===== src/rtl/rtc_nib_pkg.sv =====
`timescale 1ns/1ps
package rtc_nib_pkg;

    typedef logic [3:0] nib_t;

    localparam int IDX_W = 4;

    // register indices whose position is visible to software
    localparam logic [IDX_W-1:0] IX_WDAY = 4'd12;
    localparam logic [IDX_W-1:0] IX_CTLD = 4'd13;
    localparam logic [IDX_W-1:0] IX_CTLE = 4'd14;
    localparam logic [IDX_W-1:0] IX_CTLF = 4'd15;

    // control-D bits
    localparam int D_HOLD = 0;
    localparam int D_BUSY = 1;
    localparam int D_FLAG = 2;
    localparam int D_ADJ  = 3;
    // control-E bits
    localparam int E_MASK = 0;
    localparam int E_LVL  = 1;
    // control-F bits
    localparam int F_RST  = 0;
    localparam int F_STOP = 1;
    localparam int F_H24  = 2;

    typedef enum logic [1:0] {
        PER_FAST = 2'd0,
        PER_SEC  = 2'd1,
        PER_MIN  = 2'd2,
        PER_HOUR = 2'd3
    } period_e;

    typedef struct packed {
        nib_t wd;
        nib_t y10, y1;
        nib_t mo10, mo1;
        nib_t d10, d1;
        nib_t h10, h1;
        nib_t m10, m1;
        nib_t s10, s1;
    } clock_t;

    localparam clock_t CLOCK_RESET = '{wd: 4'd0, y10: 4'd0, y1: 4'd0,
                                       mo10: 4'd0, mo1: 4'd1,
                                       d10: 4'd0, d1: 4'd1,
                                       h10: 4'd0, h1: 4'd0,
                                       m10: 4'd0, m1: 4'd0,
                                       s10: 4'd0, s1: 4'd0};

    function automatic nib_t get_digit(clock_t c, logic [IDX_W-1:0] ix);
        nib_t v;
        case (ix)
            4'd0:  v = c.s1;
            4'd1:  v = c.s10;
            4'd2:  v = c.m1;
            4'd3:  v = c.m10;
            4'd4:  v = c.h1;
            4'd5:  v = c.h10;
            4'd6:  v = c.d1;
            4'd7:  v = c.d10;
            4'd8:  v = c.mo1;
            4'd9:  v = c.mo10;
            4'd10: v = c.y1;
            4'd11: v = c.y10;
            4'd12: v = c.wd;
            default: v = 4'd0;
        endcase
        return v;
    endfunction

    function automatic clock_t put_digit(clock_t c, logic [IDX_W-1:0] ix, nib_t v);
        clock_t r;
        r = c;
        case (ix)
            4'd0:  r.s1   = v;
            4'd1:  r.s10  = v;
            4'd2:  r.m1   = v;
            4'd3:  r.m10  = v;
            4'd4:  r.h1   = v;
            4'd5:  r.h10  = v;
            4'd6:  r.d1   = v;
            4'd7:  r.d10  = v;
            4'd8:  r.mo1  = v;
            4'd9:  r.mo10 = v;
            4'd10: r.y1   = v;
            4'd11: r.y10  = v;
            4'd12: r.wd   = v;
            default: ;
        endcase
        return r;
    endfunction

    // leap test on a BCD year: multiple of 4
    function automatic logic is_leap(nib_t y10, nib_t y1);
        if (y10[0])
            return (y1 == 4'd2) || (y1 == 4'd6);
        return (y1 == 4'd0) || (y1 == 4'd4) || (y1 == 4'd8);
    endfunction

    // last day of the month as two BCD digits
    function automatic logic [7:0] last_day(nib_t mo10, nib_t mo1, nib_t y10, nib_t y1);
        logic [7:0] mo;
        mo = {mo10, mo1};
        if (mo == 8'h02)
            return is_leap(y10, y1) ? 8'h29 : 8'h28;
        if (mo == 8'h04 || mo == 8'h06 || mo == 8'h09 || mo == 8'h11)
            return 8'h30;
        return 8'h31;
    endfunction

    // two-digit BCD increment with wrap at wrap_at
    function automatic logic [7:0] bcd2_step(nib_t hi, nib_t lo, logic [7:0] wrap_at,
                                             logic [7:0] restart);
        if ({hi, lo} == wrap_at)
            return restart;
        if (lo == 4'd9)
            return {hi + 4'd1, 4'd0};
        return {hi, lo + 4'd1};
    endfunction

endpackage


===== src/rtl/rtc_step_ctrl.sv =====
`timescale 1ns/1ps
module rtc_step_ctrl (
    input  logic clk,
    input  logic rst,
    input  logic tick,
    input  logic run,
    input  logic hold,
    output logic step
);
    logic accept;
    logic pend_q;
    logic step_q;

    assign accept = tick & run;
    assign step   = step_q;

    always_ff @(posedge clk) begin
        if (rst) begin
            step_q <= 1'b0;
            pend_q <= 1'b0;
        end else begin
            step_q <= !hold && (accept || pend_q);
            if (hold)
                pend_q <= pend_q | accept;
            else
                pend_q <= pend_q & accept;
        end
    end

    // a new update never starts while HOLD was set
    a_r7_step_needs_release: assert property (@(posedge clk) disable iff (rst)
        $rose(step_q) |-> !$past(hold));

    // one remembered second stays until HOLD is released
    a_r7_pend_kept: assert property (@(posedge clk) disable iff (rst)
        (pend_q && hold) |=> pend_q);

endmodule


===== src/rtl/rtc_calendar.sv =====
`timescale 1ns/1ps
module rtc_calendar
    import rtc_nib_pkg::*;
(
    input  clock_t cur,
    input  logic   mode24,
    input  logic   do_step,
    input  logic   do_adj,
    output clock_t nxt,
    output logic   ev_min,
    output logic   ev_hour
);
    logic sec_full, min_full;
    logic min_inc, hour_inc, day_inc, mon_inc, year_inc;
    logic [7:0] pair;
    logic [1:0] htens;
    logic       pm;

    always_comb begin
        nxt      = cur;
        sec_full = ({cur.s10, cur.s1} == 8'h59);
        min_full = ({cur.m10, cur.m1} == 8'h59);
        min_inc  = (do_step && sec_full) || (do_adj && cur.s10 >= 4'd3);
        hour_inc = min_inc && min_full;
        day_inc  = 1'b0;
        mon_inc  = 1'b0;
        year_inc = 1'b0;
        ev_min   = do_step && sec_full;
        ev_hour  = do_step && sec_full && min_full;
        htens    = cur.h10[1:0];
        pm       = cur.h10[2];
        pair     = 8'h00;

        // seconds
        if (do_step) begin
            pair = bcd2_step(cur.s10, cur.s1, 8'h59, 8'h00);
            {nxt.s10, nxt.s1} = pair;
        end else if (do_adj) begin
            nxt.s10 = 4'd0;
            nxt.s1  = 4'd0;
        end

        // minutes
        if (min_inc) begin
            pair = bcd2_step(cur.m10, cur.m1, 8'h59, 8'h00);
            {nxt.m10, nxt.m1} = pair;
        end

        // hours
        if (hour_inc) begin
            if (mode24) begin
                if (htens == 2'd2 && cur.h1 == 4'd3) begin
                    nxt.h10 = {cur.h10[3:2], 2'd0};
                    nxt.h1  = 4'd0;
                    day_inc = 1'b1;
                end else if (cur.h1 == 4'd9) begin
                    nxt.h10 = {cur.h10[3:2], htens + 2'd1};
                    nxt.h1  = 4'd0;
                end else begin
                    nxt.h1  = cur.h1 + 4'd1;
                end
            end else begin
                if (htens == 2'd1 && cur.h1 == 4'd2) begin
                    nxt.h10 = {cur.h10[3], pm, 2'd0};
                    nxt.h1  = 4'd1;
                end else if (htens == 2'd1 && cur.h1 == 4'd1) begin
                    nxt.h10 = {cur.h10[3], !pm, 2'd1};
                    nxt.h1  = 4'd2;
                    day_inc = pm;
                end else if (cur.h1 == 4'd9) begin
                    nxt.h10 = {cur.h10[3], pm, 2'd1};
                    nxt.h1  = 4'd0;
                end else begin
                    nxt.h1  = cur.h1 + 4'd1;
                end
            end
        end

        // day and weekday
        if (day_inc) begin
            nxt.wd = (cur.wd >= 4'd6) ? 4'd0 : cur.wd + 4'd1;
            if ({cur.d10, cur.d1} == last_day(cur.mo10, cur.mo1, cur.y10, cur.y1)) begin
                nxt.d10 = 4'd0;
                nxt.d1  = 4'd1;
                mon_inc = 1'b1;
            end else begin
                pair = bcd2_step(cur.d10, cur.d1, 8'h99, 8'h01);
                {nxt.d10, nxt.d1} = pair;
            end
        end

        // month
        if (mon_inc) begin
            year_inc = ({cur.mo10, cur.mo1} == 8'h12);
            pair = bcd2_step(cur.mo10, cur.mo1, 8'h12, 8'h01);
            {nxt.mo10, nxt.mo1} = pair;
        end

        // year
        if (year_inc) begin
            pair = bcd2_step(cur.y10, cur.y1, 8'h99, 8'h00);
            {nxt.y10, nxt.y1} = pair;
        end
    end

endmodule


===== src/rtl/rtc_irq_gen.sv =====
`timescale 1ns/1ps
module rtc_irq_gen
    import rtc_nib_pkg::*;
(
    input  logic    clk,
    input  logic    rst,
    input  logic    ev_fast,
    input  logic    ev_sec,
    input  logic    ev_min,
    input  logic    ev_hour,
    input  period_e period,
    input  logic    level_mode,
    input  logic    mask,
    input  logic    clr_flag,
    output logic    flag,
    output logic    irq_out
);
    logic ev;
    logic flag_q, pulse_q;

    always_comb begin
        unique case (period)
            PER_FAST: ev = ev_fast;
            PER_SEC:  ev = ev_sec;
            PER_MIN:  ev = ev_min;
            PER_HOUR: ev = ev_hour;
            default:  ev = 1'b0;
        endcase
    end

    always_ff @(posedge clk) begin
        if (rst) begin
            flag_q  <= 1'b0;
            pulse_q <= 1'b0;
        end else begin
            pulse_q <= ev;
            if (ev)
                flag_q <= 1'b1;
            else if (clr_flag)
                flag_q <= 1'b0;
        end
    end

    assign flag    = flag_q;
    assign irq_out = !mask && (level_mode ? flag_q : pulse_q);

    // flag is sticky until the host clears it
    a_r10_flag_sticky: assert property (@(posedge clk) disable iff (rst)
        (flag_q && !clr_flag) |=> flag_q);

    // pulse output lasts one cycle unless a new event follows
    a_r11_pulse_single: assert property (@(posedge clk) disable iff (rst)
        (pulse_q && !ev) |=> !pulse_q);

endmodule


===== src/rtl/rtc_nibble_clock.sv =====
`timescale 1ns/1ps
module rtc_nibble_clock
    import rtc_nib_pkg::*;
#(
    parameter int DATA_W = 8
) (
    input  logic              clk,
    input  logic              rst,
    input  logic              sec_tick,
    input  logic              fast_tick,
    input  logic              wr_en,
    input  logic [3:0]        addr,
    input  logic [DATA_W-1:0] wdata,
    output logic [DATA_W-1:0] rdata,
    output logic              irq_out
);
    localparam int PAD_W = DATA_W - 4;

    clock_t time_q, cal_nxt, time_d;
    logic   hold_q, adj_q;
    nib_t   ctl_e_q;
    logic   f_rst_q, f_stop_q, f_h24_q;
    logic   run, step, do_adj;
    logic   ev_min, ev_hour, flag;
    logic   wr_d, wr_e, wr_f, wr_digit;
    nib_t   wnib, rnib;

    assign wnib     = wdata[3:0];
    assign wr_d     = wr_en && (addr == IX_CTLD);
    assign wr_e     = wr_en && (addr == IX_CTLE);
    assign wr_f     = wr_en && (addr == IX_CTLF);
    assign wr_digit = wr_en && (addr <= IX_WDAY);
    assign run      = !f_stop_q && !f_rst_q;
    assign do_adj   = adj_q && !step;

    rtc_step_ctrl u_step (
        .clk  (clk),
        .rst  (rst),
        .tick (sec_tick),
        .run  (run),
        .hold (hold_q),
        .step (step)
    );

    rtc_calendar u_cal (
        .cur     (time_q),
        .mode24  (f_h24_q),
        .do_step (step),
        .do_adj  (do_adj),
        .nxt     (cal_nxt),
        .ev_min  (ev_min),
        .ev_hour (ev_hour)
    );

    rtc_irq_gen u_irq (
        .clk        (clk),
        .rst        (rst),
        .ev_fast    (fast_tick && run),
        .ev_sec     (step),
        .ev_min     (ev_min),
        .ev_hour    (ev_hour),
        .period     (period_e'(ctl_e_q[3:2])),
        .level_mode (ctl_e_q[E_LVL]),
        .mask       (ctl_e_q[E_MASK]),
        .clr_flag   (wr_d && !wnib[D_FLAG]),
        .flag       (flag),
        .irq_out    (irq_out)
    );

    // a host write to a digit wins over the counted value of that digit
    always_comb begin
        time_d = cal_nxt;
        if (wr_digit)
            time_d = put_digit(cal_nxt, addr, wnib);
    end

    always_ff @(posedge clk) begin
        if (rst) begin
            time_q   <= CLOCK_RESET;
            hold_q   <= 1'b0;
            adj_q    <= 1'b0;
            ctl_e_q  <= 4'd0;
            f_rst_q  <= 1'b0;
            f_stop_q <= 1'b0;
            f_h24_q  <= 1'b1;
        end else begin
            time_q <= time_d;
            if (do_adj)
                adj_q <= 1'b0;
            if (wr_d) begin
                hold_q <= wnib[D_HOLD];
                if (wnib[D_ADJ])
                    adj_q <= 1'b1;
            end
            if (wr_e)
                ctl_e_q <= wnib;
            if (wr_f) begin
                f_rst_q  <= wnib[F_RST];
                f_stop_q <= wnib[F_STOP];
                f_h24_q  <= wnib[F_H24];
            end
        end
    end

    always_comb begin
        case (addr)
            IX_CTLD: rnib = {adj_q, flag, step, hold_q};
            IX_CTLE: rnib = ctl_e_q;
            IX_CTLF: rnib = {1'b0, f_h24_q, f_stop_q, f_rst_q};
            default: rnib = get_digit(time_q, addr);
        endcase
    end

    generate
        if (PAD_W > 0) begin : g_pad
            assign rdata = {{PAD_W{1'b0}}, rnib};
        end else begin : g_nopad
            assign rdata = rnib;
        end
    endgenerate

    // counting keeps a legal weekday legal
    a_r6_wday_range: assert property (@(posedge clk) disable iff (rst)
        (step && time_q.wd <= 4'd6 && !wr_en) |=> time_q.wd <= 4'd6);

    // 11:59:59 in 12-hour mode flips PM on the next applied second
    a_r4_pm_flip: assert property (@(posedge clk) disable iff (rst)
        (step && !f_h24_q && time_q.h10[1:0] == 2'd1 && time_q.h1 == 4'd1 &&
         {time_q.m10, time_q.m1} == 8'h59 && {time_q.s10, time_q.s1} == 8'h59 && !wr_en)
        |=> (time_q.h10[2] != $past(time_q.h10[2])));

    // a rounding request is consumed one cycle after it can run
    a_r9_adj_done: assert property (@(posedge clk) disable iff (rst)
        (adj_q && !step && !(wr_d && wnib[D_ADJ])) |=> !adj_q);

    // while stopped or in reset, no new update starts from a fresh tick
    a_r12_no_run_no_step: assert property (@(posedge clk) disable iff (rst)
        (!run && !step && !hold_q && !wr_f) |=> !step || $past(hold_q));

endmodule


===== config.mk =====
export PLATFORM = sky130hd
export DESIGN_NAME = rtc_nibble_clock
export DESIGN_NICKNAME = d
export VERILOG_FILES = /design/src/rtl/rtc_nib_pkg.sv /design/src/rtl/rtc_step_ctrl.sv /design/src/rtl/rtc_calendar.sv /design/src/rtl/rtc_irq_gen.sv /design/src/rtl/rtc_nibble_clock.sv
export SDC_FILE = /design/constraint.sdc
export NUM_CORES = 1
export LEC_CHECK = 0
export BUFFER_PORTS_ARGS = -buffer_cell sky130_fd_sc_hd__buf_2
export CORE_MARGIN = 3
export CORE_UTILIZATION = 30
export CTS_CLUSTER_DIAMETER = 60
export DETAILED_ROUTE_END_ITERATION = 16
export GPL_TIMING_DRIVEN = 0
export MAX_ROUTING_LAYER = met4
export SKIP_CTS_REPAIR_TIMING = 1
export SLEW_MARGIN = 20
export SYNTH_ARGS = -nofsm -noshare
export SYNTH_HDL_FRONTEND = slang
export SYNTH_SLANG_ARGS = --single-unit

===== constraint.sdc =====
create_clock -name clk -period 5.3 [get_ports clk]
set_input_delay 0 -clock clk [delete_from_list [all_inputs] [get_ports clk]]
set_output_delay 0 -clock clk [all_outputs]
set_load 0.01 [all_outputs]

==> flow_summary.ini, run 1 <==
[setup_path]
startpoint_type = register
required_ns = 5.54
critPathCaptureType = register
max_stage_delay_ns = 0.49
critPathBufInv = 2
r2r_end = time_q[40]$_SDFF_PP0_
regToRegSetupSlack_ns = 2.00
cp_max_fo = 10
critPathKind = register to register
crit_chain = ha_1 > and3b_1 > clkbuf_1 > a32o_1 > o211a_1 > buf_2 > o211ai_1 > or3_1 > a311oi_1
r2r_start = time_q[4]$_SDFF_PP0_
cp_top_family = compound AO/OA/AOI/OAI gates
reg2reg_depth = 9
critPathSlowestCell = dfxtp_1
cp.arrival_ns = 3.54

[sta]
slew_headroom_pct = 47.1
hold_violations = 1
post-route-period-util_pct = 62.2
period_needed_ns = 3.30
hold_ws_ns = -0.0289
skew_ns = 0.00738
rsz0062_at_grt = no
worstMarginPinSlew_ns = 0.794
finalSetupTns_ns = 0
fmax_mhz = 303
finalSetupViolations = 0
drv_slew = 0

[min_path]
hp-class = input pin to register
whs_endpoint = u_step.pend_q$_SDFF_PP0_
whs_path_depth = 3
min_from = sec_tick

[clocking]
cts_buffers = 9
clkTransAtPathRegs_ns = 0.06
clk_latency_ns = 0.34
cts_max_level = 3
root_buffer = clkbuf_16
cts_tree = done
clock_sinks = 65
clockBufferDepth = 2

[global_routing]
antenna_found_initial = 0
grt_usage_pct = 18.5
grt_pass1_wl_um = 25700
grt_pass1_vias = 4628
grt_overflow = 0
grt_max_degree = 11

[job]
cap_viol_max_count = 0

[power_and_ir_drop]
p_leak_uw = 0.00196
finalPower_uw = 1300
powerDensity_nw_per_um2 = 234
peakVddDrop_mv = 0.165

[cells_and_area]
nFillCells = 1703
multi_input_area_um2 = 3290
nets = 720
post-route-util_pct = 34.8
syn_to_final_growth_pct = 13.1
ff_latch_area_um2 = 1300
drive_above_1_share_pct = 7.01
antenna_cells = 0

[floorplanning]
die_height_um = 134
core_um2 = 15900
ios = 26
start_util_pct = 30.7
die_area_um2 = 17800
die_w_um = 134
num_rows = 46

[synthesis]
synth_ff_type = dfxtp_1
synth_edf_count = 0
async_flop_share_pct = 0
syn_avg_cell_area_um2 = 7.48
synth_warnings = 0
synth_cell_types = 71
synth-seq-cells = 65
yosysSeqAreaShare_pct = 26.6
synth_top_area_cell = dfxtp_1
yosys-top-cells-area = dfxtp_1, nor2_1, ha_1, a21oi_1, nand2_1
synthCells = 653
synth_area_um2 = 4880
yosysTopAreaCellShare_pct = 26.6

[route]
wl_per_cell_um = 17.8
first_iter_violations = 439
firstDrtPassIters = 5
viasPerCell = 5.68
route.vias.total = 5119
ant_nets = 0
routed_wl_um = 16100
drc_errors = 0

[outcome]
failed_checks = hold timing
status = complete, but fails checks

[place]
portBuffers = 12
hpwlAfterDp_um = 11800
gp_congestion = 1.00
-- worst min-delay path: cells and delay by family --
| kind | cells | cell delay, ns |
|---|---|---|
| compound gates | 2 | 0.15 |
| buf+inv | 1 | 0.11 |
-- sequential cells by signal, summed over array words and instances (netlist names) --
signal / flops
f_rst_q: 1
hold_q: 1
f_h24_q: 1
u_step.pend_q: 1
adj_q: 1
time_q: 52
f_stop_q: 1
ctl_e_q: 4
u_irq.pulse_q: 1
u_step.step: 1
u_irq.flag: 1
-- cell families (layout without fill, tap and decap cells) --
family	after synthesis	count (layout)	synth area share [%]
adder cells (fa/ha/maj)	23	23	5.89
AO/OA/AOI/OAI	187	187	27.0
flip-flops	65	65	26.6
XOR/XNOR	8	8	1.43
multiplexers	22	22	5.17
buffers and inverters	75	104	6.15
other	1	4	0.0768
AND/OR/NAND/NOR	272	272	27.6
-- synthesized netlist by cell type (6+ instances only) --
cell	instances
o31ai_1	7
clkbuf_1	33
a311oi_1	17
and2_1	9
nand2b_1	6
a31oi_1	13
nand3_1	34
mux2_2	6
nor2b_1	11
a21oi_1	40
mux2i_1	14
o211ai_1	10
ha_1	23
nand2_1	51
nand4_1	6
xnor2_1	7
o21ai_0	31
nand3b_1	7
dfxtp_1	65
inv_1	28
nor3_1	20
a32oi_1	7
nor2_1	88
a211oi_1	20
and3_1	6
-- report_power, final --
group / switching [uW] / leakage [uW] / internal, uW / total [uW]
registers: 25.5 / 0.000527 / 505 / 531
logic: 111 / 0.00129 / 59.8 / 171
clock network: 218 / 0.000144 / 376 / 593
-- cell usage in the layout (no fill, tap or decap), types with 9 or more instances in the layout --
master,n
a211oi_1,20
inv_1,28
ha_1,23
buf_2,15
nand3_1,34
and2_1,9
mux2i_1,14
nor3_1,20
a31oi_1,13
clkbuf_16,9
dfxtp_1,65
clkbuf_1,36
a21oi_1,40
nor2b_1,11
o21ai_0,31
nand2_1,51
nor2_1,88
o211ai_1,10
a311oi_1,17
-- metal layers --
metal | part of all wire, % | wire length (um) | up-vias | GRT usage (%)
met3 | 6.6 | 1060 | 39 | 2.87
met4 | 2.6 | 412 | 0 | 6.11
met1 | 46 | 7420 | 2403 | 25.0
li1 | - | - | 2481 | -
met5 | 0 | 0 | - | -
met2 | 45 | 7180 | 196 | 28.2
-- metrics by stage --
stage	cell area (um2)	cells	setup WS (ns)
final	5530	901	2.00
after global routing	5530	901	1.75
after CTS	5520	900	2.04
after detailed placement	5230	884	2.04
after global placement	5230	884	2.09
after floorplan	4900	656	2.63
-- worst max-delay path by stage --
stage	from	to	cells after the start
3_5_place_dp	time_q[4]$_SDFF_PP0_	time_q[40]$_SDFF_PP0_	9
5_1_grt	time_q[4]$_SDFF_PP0_	time_q[40]$_SDFF_PP0_	9
4_1_cts	time_q[4]$_SDFF_PP0_	time_q[40]$_SDFF_PP0_	9
6_report	time_q[4]$_SDFF_PP0_	time_q[40]$_SDFF_PP0_	9
2_1_floorplan	time_q[36]$_SDFF_PP0_	time_q[44]$_SDFF_PP0_	9
3_3_place_gp	time_q[4]$_SDFF_PP0_	time_q[40]$_SDFF_PP0_	9
-- cell type report --
class                      instances  share of cell area (%)
sequential                        65                    23.5
multi-input combinational        516                    59.6
inverter                          31                    2.11
buffer                            44                    3.33
clock inverter                     3                   0.724
timing repair buffer              13                    1.27
tap                              216                    4.89
clock buffer                      13                    4.53
Power figures use the tool's default switching activity.
==> run 2, diff against run 1 <==
--- a/config.mk
+++ b/config.mk
@@ -5,6 +5,7 @@
 export SDC_FILE = /design/constraint.sdc
 export NUM_CORES = 1
 export LEC_CHECK = 0
+export ABC_AREA = 1
 export BUFFER_PORTS_ARGS = -buffer_cell sky130_fd_sc_hd__buf_2
 export CORE_MARGIN = 3
 export CORE_UTILIZATION = 30
==> constraint.sdc (replaced) <==
create_clock -name clk -period 3.05 [get_ports clk]
set_input_delay 0 -clock clk [delete_from_list [all_inputs] [get_ports clk]]
set_output_delay 0 -clock clk [all_outputs]
set_load 0.01 [all_outputs]
==> run 2 against run 1 <==
  * The run now ends clean
  * Worst hold slack better by 0.070 ns
  * Final cell count is 10% higher
  * Synthesized cell count is 14% higher
  * Routed wire length is 4.4% lower
  * Clock-buffer cell count is 1 lower
  * Fmax is 40% higher
  * Total power is 74% higher
  * First-iteration DRC count is 6.4% higher
  * Cell area is 1.1% lower
  * Critical path depth is 4 higher
  * Critical path type unchanged
==> flow_summary.ini, run 2 <==
[cells_and_area]
largest-register = time_q
final_common_cell = nand2_1
drive_above_1_share_pct = 9.71
nets = 818
reg.largest.list = time_q x52, ctl_e_q x4
nFillCells = 1668
antenna_cells = 0
mostFrequentLayoutCells = nand2_1, inv_1, nor2_1, a21oi_1, dfxtp_1
syn_to_final_growth_pct = 14.6
largest_reg_flops = 52

[route]
drc_errors = 0
ant_nets = 0
firstDrtPassIters = 5
wl_per_cell_um = 15.5
first_iter_violations = 467
viasPerCell = 5.06
routed_wl_um = 15400
route.vias.total = 5029

[synthesis]
yosys-top-cells-area = dfxtp_1, nand2_1, inv_1, a21oi_1, ha_1
synthCells = 747
synth_edf_count = 0
syn_avg_cell_area_um2 = 6.38
async_flop_share_pct = 0
synth-seq-cells = 65
synth_warnings = 0
yosysSeqAreaShare_pct = 27.3
synth_cell_types = 50
yosysMostFrequentCell = nand2_1
netlist_top_cells_count = nand2_1, inv_1, a21oi_1, nor2_1, dfxtp_1
synth_ff_type = dfxtp_1
yosysTopAreaCellShare_pct = 27.3
synth_top_area_cell = dfxtp_1
synth_area_um2 = 4770

[global_routing]
grt_pass1_wl_um = 24400
grt_usage_pct = 18.3
grt_max_degree = 12
grt_pass1_vias = 4487
grt_overflow = 0
antenna_found_initial = 0

[sta]
period_needed_ns = 2.36
skew_ns = 0.00821
worstMarginPinSlew_ns = 0.873
drv_slew = 0
worst_slack_ns = 0.688
fmax_mhz = 423
rsz0062_at_grt = no
hold_violations = 0
slew_headroom_pct = 41.8
finalSetupViolations = 0
post-route-period-util_pct = 77.4
finalSetupTns_ns = 0

[power_and_ir_drop]
p_sw_share_pct = 24.9
p_leak_uw = 0.00238
powerDensity_nw_per_um2 = 412
p_sw_uw = 561
power_frac_clock_pct = 51.3
intPower_uw = 1690
comb_power_share_pct = 9.1
power_frac_seq_pct = 39.6
peakVddDrop_mv = 0.327

[floorplanning]
die_area_um2 = 17400
num_rows = 45
ios = 26
die_w_um = 132
core_um2 = 15400
start_util_pct = 31.0
die_height_um = 132

[place]
hpwlAfterDp_um = 11600
portBuffers = 16
gp_congestion = 0.947
place_ws_ns = 0.753

[setup_path]
critPathCaptureType = register
required_ns = 3.29
cp_max_fo = 10
critPathSlowestCell = dfxtp_1
crit_chain = inv_1 > ha_1 > nand3_1 > nor2_2 > nand2_1 > a21oi_1 > nand3_2 > nor2_4 > nand2_1 > nand2_1 > nand3_1 > nand3_1 > inv_1
cp_top_family = simple AND/OR/NAND/NOR gates
startpoint_type = register
cp.arrival_ns = 2.60
max_stage_delay_ns = 0.33
critPathBufInv = 2
critPathKind = register to register

[job]
cap_viol_max_count = 0

[clocking]
root_buffer = clkbuf_16
cts_buffers = 9
cts_max_level = 3
clk_latency_ns = 0.35
clock_sinks = 65
cts_tree = done
clkTransAtPathRegs_ns = 0.05
clockBufferDepth = 2

[min_path]
hp-class = input pin to register

[outcome]
status = completed
==> run 2: final cells by class <==
cell class | count | area, um2 | area share (%)
clock inverter | 4 | 75.1 | 1.37
timing repair buffer | 17 | 90.1 | 1.65
sequential | 65 | 1300 | 23.8
buffer | 13 | 72.6 | 1.33
inverter | 138 | 519 | 9.50
multi-input combinational | 534 | 2890 | 52.8
clock buffer | 12 | 256 | 4.69
tap | 211 | 264 | 4.83
==> run 2: worst paths after layout <==
check                                              start                        to  slack, ns  depth (start not counted)
worst max-delay path               time_q[37]$_SDFF_PP0_     time_q[40]$_SDFF_PP0_       0.69                         13
worst min-delay path                            wdata[0]     time_q[36]$_SDFF_PP0_       0.04                          3
worst max register to register     time_q[37]$_SDFF_PP0_     time_q[40]$_SDFF_PP0_       0.69                         13
worst min register to register  u_step.pend_q$_SDFF_PP0_  u_step.pend_q$_SDFF_PP0_       0.48                          2
==> run 2: metrics by stage <==
step	util [%]	total power (uW)	hold slack, ns	std cells	area (um2)
5_1_grt	35.6	2330	0.0527	994	5470
3_3_place_gp	33.3	1110	0.287	977	5120
6_report	35.6	2250	0.0413	994	5470
4_1_cts	35.5	2270	-0.0746	993	5460
3_5_place_dp	33.3	1110	0.291	977	5120
2_1_floorplan	-	1030	0.133	750	4780
==> run 2: cell families (layout without fill, tap and decap cells) <==
kind of cell | after synthesis | in the layout | share of synthesized area, %
flops | 65 | 65 | 27.3
other cells | 1 | 4 | 0.0786
simple gates | 306 | 306 | 29.4
fa+ha+maj | 23 | 23 | 6.03
buf+inv | 151 | 184 | 12.4
xor+xnor | 9 | 9 | 1.65
compound gates | 192 | 192 | 23.1
==> run 2: metal layers <==
metal / share of wire, % / up-vias / wire length, um / track usage [%]
met5: 0 / - / 0 / -
met4: 2.2 / 0 / 339 / 7.64
met3: 6.5 / 29 / 991 / 2.71
met2: 44 / 165 / 6760 / 26.5
met1: 47 / 2298 / 7270 / 25.3
li1: - / 2537 / - / -
==> run 2: power groups by stage <==
| stage | clock network (uW) | registers, uW | logic [uW] |
|---|---|---|---|
| after global placement | 0 | 909 | 201 |
| final | 1150 | 891 | 205 |
| after detailed placement | 0 | 909 | 201 |
| after floorplan | 0 | 902 | 129 |
| after global routing | 1210 | 894 | 229 |
| after CTS | 1170 | 890 | 202 |
==> run 2: worst reg2reg max path, cell delays in order, from the launching register on <==
cell	delay [ns]
dfxtp_1	0.33
inv_1	0.19
ha_1	0.18
nand3_1	0.15
nor2_2	0.18
nand2_1	0.06
a21oi_1	0.24
nand3_2	0.25
nor2_4	0.29
nand2_1	0.13
nand2_1	0.08
nand3_1	0.07
nand3_1	0.07
inv_1	0.04
==> run 3, diff against run 2 <==
==> constraint.sdc (replaced) <==
create_clock -name clk -period 2.05 [get_ports clk]
set_input_delay 0 -clock clk [delete_from_list [all_inputs] [get_ports clk]]
set_output_delay 0 -clock clk [all_outputs]
set_load 0.01 [all_outputs]
==> run 3 against run 2 <==
  * Non-clock buffer count rose by 29
  * Via count rose by 5.7%
  * Die area did not move
  * Clock power rose by 50%
  * Worst hold slack got worse by 0.0028 ns
==> flow_summary.ini, run 3 (synthesis gave the netlist of run 2 again) <==
[outcome]
status = completed

[sta]
slew_headroom_pct = 44.1
worstMarginPinSlew_ns = 0.839
finalSetupViolations = 0
fmax_mhz = 490
hold_violations = 0
hold_ws_ns = 0.0385
rsz0062_at_grt = yes
finalSetupTns_ns = 0
worst_slack_ns = 0.00788
drv_slew = 0
skew_ns = 0.00907
period_needed_ns = 2.04
post-route-period-util_pct = 99.6

[route]
wl_per_cell_um = 15.9
firstDrtPassIters = 5
first_iter_violations = 425
route.vias.total = 5314
ant_nets = 0
viasPerCell = 5.18
routed_wl_um = 16300
drc_errors = 0

[setup_path]
cp.arrival_ns = 2.27
r2r_start = time_q[1]$_SDFF_PP0_
cp_max_fo = 10
reg2reg_depth = 15
critPathKind = register to register
critPathCaptureType = register
startpoint_type = register
regToRegSetupSlack_ns = 0.008
endpoint = time_q[32]$_SDFF_PP1_
required_ns = 2.28
startpoint = time_q[1]$_SDFF_PP0_
r2r_end = time_q[32]$_SDFF_PP1_

[cells_and_area]
drive_above_1_share_pct = 19.4
reg.largest.list = time_q x52, ctl_e_q x4
largest_reg_flops = 52
mostFrequentLayoutCells = nand2_1, inv_1, nor2_1
post-route-util_pct = 39.4
nets = 850
final_common_cell = nand2_1
syn_to_final_growth_pct = 27.0
largest-register = time_q
antenna_cells = 0

[min_path]
hp-class = input pin to register
whs_path_depth = 3
min_from = wdata[0]

[floorplanning]
num_rows = 45
die_height_um = 132
die_w_um = 132
ios = 26
die_area_um2 = 17400
start_util_pct = 31.0
core_um2 = 15400

[place]
portBuffers = 16
hpwlAfterDp_um = 11600
gp_congestion = 0.947
place_ws_ns = -0.247

[clocking]
cts_tree = done
root_buffer = clkbuf_16
clk_latency_ns = 0.35
cts_buffers = 9
cts_max_level = 3
clkTransAtPathRegs_ns = 0.06
clock_sinks = 65
clockBufferDepth = 2

[global_routing]
antenna_found_initial = 0
grt_overflow = 0
grt_usage_pct = 18.3
grt_pass1_vias = 4487
grt_pass1_wl_um = 24400
grt_max_degree = 12

[power_and_ir_drop]
p_leak_uw = 0.00264
peakVddDrop_mv = 0.490
finalPower_uw = 3380
powerDensity_nw_per_um2 = 558

[job]
cap_viol_max_count = 0
## run 3: cell types whose count changed in the layout (fill, tap and decap cells not counted), moves of 6 or more
cell / delta
dfxtp_1: -8
nand3_1: -8
a21oi_1: -6
nand2_1: -12
nand3_2: +6
buf_4: +24
nand2_2: +8
nor2_4: +8
## run 3: stage by stage
stage                     instance area, um2  std cells
after CTS                               5460        993
after global routing                    6060       1026
after detailed placement                5120        977
after floorplan                         4780        750
final                                   6060       1026
after global placement                  5120        977
## run 3: cell type report
type	instances	area, um2
fill	1610	9310
multi-input combinational	537	3190
sequential	65	1320
inverter	138	523
timing repair buffer	46	353
tap	211	264
clock buffer	12	256
buffer	13	81.3
clock inverter	4	75.1
## run 3: critical path, stage by stage, from the launching register on
cell and delay, ns:
dfxtp_2 0.32, inv_2 0.08, ha_4 0.14, nand2_4 0.05, nor2_4 0.16, nand2_2 0.06, inv_2 0.07, nand2_4 0.07
nand2_8 0.10, nand3_4 0.08, inv_2 0.14, nand2_4 0.13, nor2_4 0.16, buf_4 0.14, xor2_1 0.14, o21ai_1 0.07
## run 3: how the worst min path moves through the flow
| stage | endpoint | slack (ns) |
|---|---|---|
| finish | time_q[36]$_SDFF_PP0_ | 0.04 |
| global route | time_q[36]$_SDFF_PP0_ | 0.04 |
| CTS | u_step.pend_q$_SDFF_PP0_ | -0.07 |
| detailed placement | u_step.pend_q$_SDFF_PP0_ | 0.29 |
| global placement | u_step.pend_q$_SDFF_PP0_ | 0.29 |
| floorplan | time_q[12]$_SDFF_PP0_ | 0.13 |
## run 3: layer usage
layer / global-route usage, % / share of wire [%] / vias up
li1: - / - / 2619
met3: 2.71 / 6.6 / 37
met5: - / 0 / -
met4: 7.64 / 2.7 / 0
met1: 25.3 / 46 / 2472
met2: 26.5 / 45 / 186
## run 3: report_power, final
part	internal [uW]	total [uW]	switching, uW
logic	104	333	229
clock network	1130	1720	590
registers	1290	1320	34.3
total	2520	3380	853
